$ cat config.mk
export PLATFORM = sky130hd
export DESIGN_NAME = pixel_rmw_writer
export DESIGN_NICKNAME = d
export VERILOG_FILES = /design/src/rtl/pxw_pkg.sv /design/src/rtl/pxw_unpack.sv /design/src/rtl/pxw_merge.sv /design/src/rtl/pxw_seq.sv /design/src/rtl/pixel_rmw_writer.sv
export SDC_FILE = /design/constraint.sdc
export NUM_CORES = 1
export LEC_CHECK = 0
export BUFFER_PORTS_ARGS = -buffer_cell sky130_fd_sc_hd__buf_2
export CAP_MARGIN = 5
export CORE_ASPECT_RATIO = 1.75
export CORE_MARGIN = 5
export CORE_UTILIZATION = 40
export CTS_BUF_LIST = sky130_fd_sc_hd__clkbuf_4 sky130_fd_sc_hd__clkbuf_8
export DETAILED_ROUTE_END_ITERATION = 10
export PLACE_DENSITY = 0.74
export SKIP_CTS_REPAIR_TIMING = 1
export SLEW_MARGIN = 20
export SYNTH_ARGS = -nofsm -noshare
export SYNTH_HDL_FRONTEND = slang
export SYNTH_SLANG_ARGS = --single-unit
export TNS_END_PERCENT = 30
$ cat constraint.sdc
create_clock -name clk -period 3.83 [get_ports clk]
set_input_delay 0.383 -clock clk [delete_from_list [all_inputs] [get_ports clk]]
set_output_delay 0.383 -clock clk [all_outputs]
set_load 0.02 [all_outputs]
$ cat src/rtl/pxw_pkg.sv
package pxw_pkg;
  // Cycles from the decision cycle to the last bus cycle of a sequence, inclusive.
  localparam int RMW_LEN = 4;

  typedef enum logic [1:0] {
    ST_IDLE  = 2'd0,
    ST_READ  = 2'd1,
    ST_MERGE = 2'd2,
    ST_WRITE = 2'd3
  } rmw_state_t;
endpackage

$ cat src/rtl/pxw_unpack.sv
module pxw_unpack #(
  parameter int H_BITS    = 10,
  parameter int V_BITS    = 10,
  parameter int ITER_BITS = 16,
  parameter int PIX_BITS  = 4,
  parameter int SEL_BITS  = 2,
  localparam int ADDR_BITS = V_BITS + H_BITS - SEL_BITS,
  localparam int ENTRY_W   = 1 + ITER_BITS + V_BITS + H_BITS
) (
  input  logic [ENTRY_W-1:0]   entry,
  output logic [ADDR_BITS-1:0] addr,
  output logic [SEL_BITS-1:0]  sel,
  output logic [PIX_BITS-1:0]  pix
);
  logic [H_BITS-1:0]    col;
  logic [V_BITS-1:0]    row;
  logic [ITER_BITS-1:0] iter;
  logic                 in_set;

  assign col    = entry[H_BITS-1:0];
  assign row    = entry[H_BITS +: V_BITS];
  assign iter   = entry[H_BITS+V_BITS +: ITER_BITS];
  assign in_set = entry[ENTRY_W-1];

  // row selects the upper address bits, column/lanes the lower
  assign addr = {row, col[H_BITS-1:SEL_BITS]};
  assign sel  = col[SEL_BITS-1:0];
  // colour index wraps modulo 2^PIX_BITS, members of the set are black
  assign pix  = in_set ? '0 : iter[PIX_BITS-1:0];
endmodule

$ cat src/rtl/pxw_merge.sv
module pxw_merge #(
  parameter int WORD_BITS = 16,
  parameter int PIX_BITS  = 4,
  localparam int LANES    = WORD_BITS / PIX_BITS,
  localparam int SEL_BITS = $clog2(LANES)
) (
  input  logic [WORD_BITS-1:0] old_word,
  input  logic [SEL_BITS-1:0]  sel,
  input  logic [PIX_BITS-1:0]  pix,
  output logic [WORD_BITS-1:0] new_word
);
  for (genvar g = 0; g < LANES; g++) begin : g_lane
    assign new_word[g*PIX_BITS +: PIX_BITS] =
      (sel == SEL_BITS'(g)) ? pix : old_word[g*PIX_BITS +: PIX_BITS];
  end
endmodule

$ cat src/rtl/pxw_seq.sv
module pxw_seq
  import pxw_pkg::*;
#(
  parameter int ADDR_BITS = 18,
  parameter int WORD_BITS = 16,
  parameter int PIX_BITS  = 4,
  parameter int SEL_BITS  = 2,
  parameter int LEFT_BITS = 11
) (
  input  logic                 clk,
  input  logic                 rst,
  input  logic                 px_valid,
  input  logic                 blank,
  input  logic [LEFT_BITS-1:0] blank_left,
  input  logic [ADDR_BITS-1:0] addr_i,
  input  logic [SEL_BITS-1:0]  sel_i,
  input  logic [PIX_BITS-1:0]  pix_i,
  input  logic [WORD_BITS-1:0] merged_i,
  output logic [SEL_BITS-1:0]  sel_o,
  output logic [PIX_BITS-1:0]  pix_o,
  output logic                 px_pop,
  output logic                 disp_grant,
  output logic [ADDR_BITS-1:0] mem_addr,
  output logic                 mem_rd,
  output logic                 mem_wr,
  output logic [WORD_BITS-1:0] mem_wdata
);
  rmw_state_t state;
  logic       fits;
  logic       start;

  // the whole sequence must fit in the blanking cycles left
  assign fits  = blank && (blank_left >= LEFT_BITS'(RMW_LEN));
  assign start = (state == ST_IDLE) && px_valid && fits;

  always_ff @(posedge clk) begin
    if (rst) begin
      state      <= ST_IDLE;
      mem_addr   <= '0;
      mem_rd     <= 1'b0;
      mem_wr     <= 1'b0;
      mem_wdata  <= '0;
      px_pop     <= 1'b0;
      disp_grant <= 1'b1;
      sel_o      <= '0;
      pix_o      <= '0;
    end else begin
      unique case (state)
        ST_IDLE: begin
          if (start) begin
            mem_addr   <= addr_i;
            sel_o      <= sel_i;
            pix_o      <= pix_i;
            mem_rd     <= 1'b1;
            disp_grant <= 1'b0;
            state      <= ST_READ;
          end
        end
        ST_READ: begin
          mem_rd <= 1'b0;
          state  <= ST_MERGE;
        end
        ST_MERGE: begin
          mem_wdata <= merged_i;
          mem_wr    <= 1'b1;
          px_pop    <= 1'b1;
          state     <= ST_WRITE;
        end
        ST_WRITE: begin
          mem_wr     <= 1'b0;
          px_pop     <= 1'b0;
          disp_grant <= 1'b1;
          state      <= ST_IDLE;
        end
        default: state <= ST_IDLE;
      endcase
    end
  end


  access_in_blank_chk: assert property (@(posedge clk) disable iff (rst)
    (mem_rd || mem_wr) |-> blank);

  grant_released_chk: assert property (@(posedge clk) disable iff (rst)
    (mem_rd || mem_wr) |-> !disp_grant);

  start_fits_chk: assert property (@(posedge clk) disable iff (rst)
    $rose(mem_rd) |-> ($past(blank) && ($past(blank_left) >= LEFT_BITS'(RMW_LEN))));

  write_follows_read_chk: assert property (@(posedge clk) disable iff (rst)
    mem_rd |=> ##1 mem_wr);

  strobe_excl_chk: assert property (@(posedge clk) disable iff (rst)
    !(mem_rd && mem_wr));

  pop_with_write_chk: assert property (@(posedge clk) disable iff (rst)
    px_pop == mem_wr);

  single_pop_chk: assert property (@(posedge clk) disable iff (rst)
    px_pop |=> !px_pop);

  start_needs_data_chk: assert property (@(posedge clk) disable iff (rst)
    $rose(mem_rd) |-> $past(px_valid));
endmodule

$ cat src/rtl/pixel_rmw_writer.sv
module pixel_rmw_writer #(
  parameter int H_BITS    = 10,
  parameter int V_BITS    = 10,
  parameter int ITER_BITS = 16,
  parameter int PIX_BITS  = 4,
  parameter int WORD_BITS = 16,
  parameter int LEFT_BITS = 11,
  localparam int LANES     = WORD_BITS / PIX_BITS,
  localparam int SEL_BITS  = $clog2(LANES),
  localparam int ADDR_BITS = V_BITS + H_BITS - SEL_BITS,
  localparam int ENTRY_W   = 1 + ITER_BITS + V_BITS + H_BITS
) (
  input  logic                 clk,
  input  logic                 rst,
  input  logic                 px_valid,
  input  logic [ENTRY_W-1:0]   px_entry,
  output logic                 px_pop,
  input  logic                 blank,
  input  logic [LEFT_BITS-1:0] blank_left,
  output logic                 disp_grant,
  output logic [ADDR_BITS-1:0] mem_addr,
  output logic                 mem_rd,
  output logic                 mem_wr,
  output logic [WORD_BITS-1:0] mem_wdata,
  input  logic [WORD_BITS-1:0] mem_rdata
);
  logic [ADDR_BITS-1:0] head_addr;
  logic [SEL_BITS-1:0]  head_sel, lat_sel;
  logic [PIX_BITS-1:0]  head_pix, lat_pix;
  logic [WORD_BITS-1:0] merged;

  pxw_unpack #(
    .H_BITS(H_BITS), .V_BITS(V_BITS), .ITER_BITS(ITER_BITS),
    .PIX_BITS(PIX_BITS), .SEL_BITS(SEL_BITS)
  ) u_unpack (
    .entry(px_entry), .addr(head_addr), .sel(head_sel), .pix(head_pix)
  );

  // lane replace on the word returned by the read
  pxw_merge #(.WORD_BITS(WORD_BITS), .PIX_BITS(PIX_BITS)) u_merge (
    .old_word(mem_rdata), .sel(lat_sel), .pix(lat_pix), .new_word(merged)
  );

  pxw_seq #(
    .ADDR_BITS(ADDR_BITS), .WORD_BITS(WORD_BITS), .PIX_BITS(PIX_BITS),
    .SEL_BITS(SEL_BITS), .LEFT_BITS(LEFT_BITS)
  ) u_seq (
    .clk(clk), .rst(rst), .px_valid(px_valid), .blank(blank),
    .blank_left(blank_left), .addr_i(head_addr), .sel_i(head_sel),
    .pix_i(head_pix), .merged_i(merged), .sel_o(lat_sel), .pix_o(lat_pix),
    .px_pop(px_pop), .disp_grant(disp_grant), .mem_addr(mem_addr),
    .mem_rd(mem_rd), .mem_wr(mem_wr), .mem_wdata(mem_wdata)
  );
endmodule

==> impl_metrics.toml <==
[floorplanning]
die_y_um = 100
ios = 106
start_util = 0.403
die-area_sq_um = 6180
rows = 33
fp.dieW_um = 61.6
core_sq_um = 4620

[detailed_routing]
drt_iter0_drc = 31
ant_nets = 0
drc_errors = 0
num_vias = 1751
wl_um = 4690
post_drt_wl_per_cell_um = 13.3
via_per_inst = 4.96
drt-pass1-iter-count = 4

[clock_tree]
htreeDepth = 2
numCtsBuffers = 5
cts_tree = "built"
clock_sinks = 45
clock_path_buffers = 2
path_clk_slew_ns = 0.09
clock-root-buffer = "clkbuf_8"
clk_latency_ns = 0.29

[worst_setup_path]
required_ns = 4.01
worstSetupEndpointType = "register"
arrival_ns = 2.20
cp_slowest_cell = "a31o_2"
startpoint_type = "register"
slowest_delay_ns = 0.51
worstPathMaxFanout = 29
path_cells = "inv_1 > ha_1 > nand3_1 > a31o_2 > nand2_1 > a221o_1"
path_class = "register to register"
ff2ff_setup_slack_ns = 1.81

[sta]
max_freq_mhz = 496
slew_headroom = 0.461
report.final.slew_viol_count = 0
fin_crit_sh = 0.526
tns_ns = 0
fin_worst_skew_ns = 0.00693
final-setup-viol-count = 0
worstMarginPinSlew_ns = 0.808
period_needed_ns = 2.02
rsz0062_at_grt = "false"
hold_viol_final = 0

[placed_design]
globalplace.congestion = 0.650
dp_hpwl_um = 3440
io_buffers = 91

[global_routing]
grt_max_degree = 46
grt_pass1_vias = 1684
grt_usage = 0.156
antenna_found_initial = 0
grt-ovfl-total = 0
grt_pass1_wl_um = 7440

[power]
leakage_nw = 1.10
powerDensity_nw_per_um2 = 615
irDropWorstVdd_uv = 305
p_total_mw = 1.48

[job]
drv_cap = 0

[synthesis]
syn_nets = 294
ys_seq_area_frac = 0.484
synth.avg_cell_area_sq_um = 8.43
syn_area_sq_um = 1860
ys_types = 22
syn_inst = 221
ys_ff_latch = 45
yosys_warnings = 0

[finish]
nets = 373
layout_commonest_cell = "buf_2"
seqCellArea_sq_um = 901
num-fill-cells = 474
syn2layout_area_growth_pct = 28.8
drive_above_1_share = 0.342
num_antenna_cells = 0
multiInputGateArea_sq_um = 871
final_cell_mix = "91 x buf_2, 54 x nand2_1, 45 x dfxtp_1, 25 x a21oi_1, 20 x nor2_1"

[run_status]
status = "completed"

[hold_path]
hold_path.class = "input pin to register"
## flip-flops by register name, indices dropped and copies added (netlist names)
signal,cells
u_seq.sel_o,2
u_seq.pix_o,4
u_seq.mem_addr,18
u_seq.mem_wdata,16
u_seq.mem_wr,1
u_seq.state,2
u_seq.disp_grant,1
u_seq.mem_rd,1
## cell usage after synthesis
master    count  area, sq um
nand2b_1      2         12.5
a31o_2        1         8.76
ha_1          5         62.6
nand3b_1      4         30.0
a21oi_1      25          125
a211oi_1     10         75.1
a221o_1       1         10.0
o21ai_0       5         25.0
nand3_1       6         30.0
nand2_1      54          203
inv_1         3         11.3
mux2i_1       8         80.1
nor2_1       20         75.1
a311oi_1      9         78.8
nor3_1        2         10.0
a31oi_2       1         12.5
dfxtp_1      45          901
buf_4         2         15.0
buf_6         1         11.3
buf_2         4         20.0
nor4_4        1         21.3
clkbuf_1     12         45.0
## cell type report
class                   instances  share of cell area
clock buffers                   6              0.0344
inverters                       3             0.00469
flip-flops and latches         45               0.375
well taps                      52              0.0271
multi-input cells             154               0.363
repair buffers                 91               0.190
clock inverters                 2             0.00574
## per-layer routing
metal,GRT usage,up-vias,part of all wire
li1,-,911,-
met1,0.162,778,0.39
met2,0.279,57,0.52
met3,0.0528,5,0.088
met4,0.0539,0,0.0094
met5,0,-,0
## critical path: cells and delay by family, from the launching register on
| family | cells | cell delay (ns) |
|---|---|---|
| AO/OA/AOI/OAI | 2 | 0.83 |
| adder cells (fa/ha/maj) | 1 | 0.29 |
| buffers and inverters | 1 | 0.11 |
| flip-flops | 1 | 0.37 |
| AND/OR/NAND/NOR | 2 | 0.31 |
## where the power goes
part	switching (mW)	leakage, nW	internal, mW
logic	0.338	0.683	0.196
clock network	0.161	0.0512	0.146
registers	0.0629	0.366	0.572
total	0.563	1.10	0.914
## kinds of logic (layout without fill, tap and decap cells)
| logic type | count (synthesis) | after routing | synth area share |
|---|---|---|---|
| buf+inv | 22 | 102 | 0.0551 |
| flops | 45 | 45 | 0.484 |
| mux | 8 | 8 | 0.0430 |
| fa+ha+maj | 5 | 5 | 0.0336 |
| compound gates | 52 | 52 | 0.180 |
| simple gates | 89 | 89 | 0.205 |
## metrics by stage
| stage | cells | hold slack [ns] | util | setup slack, ns | cell area (sq um) |
|---|---|---|---|---|---|
| 6_report | 353 | 0.312 | 0.519 | 1.81 | 2400 |
| 2_1_floorplan | 221 | 0.469 | - | 2.27 | 1860 |
| 3_3_place_gp | 345 | 0.439 | 0.496 | 1.65 | 2290 |
| 4_1_cts | 353 | 0.298 | 0.517 | 1.56 | 2390 |
| 5_1_grt | 353 | 0.304 | 0.519 | 1.66 | 2400 |
| 3_5_place_dp | 345 | 0.445 | 0.496 | 1.58 | 2290 |
## worst paths after layout
| path | start | to | cells after the start |
|---|---|---|---|
| worst max-delay path | u_seq.state[0]$_SDFFE_PP0P_ | u_seq.disp_grant$_SDFFE_PP1P_ | 6 |
| worst min-delay path | px_entry[18] | u_seq.mem_addr[16]$_SDFFE_PP0P_ | 3 |
| worst max register to register | u_seq.state[0]$_SDFFE_PP0P_ | u_seq.disp_grant$_SDFFE_PP1P_ | 6 |
| worst min register to register | u_seq.mem_addr[8]$_SDFFE_PP0P_ | u_seq.mem_addr[8]$_SDFFE_PP0P_ | 2 |
Power figures use the tool's default switching activity.
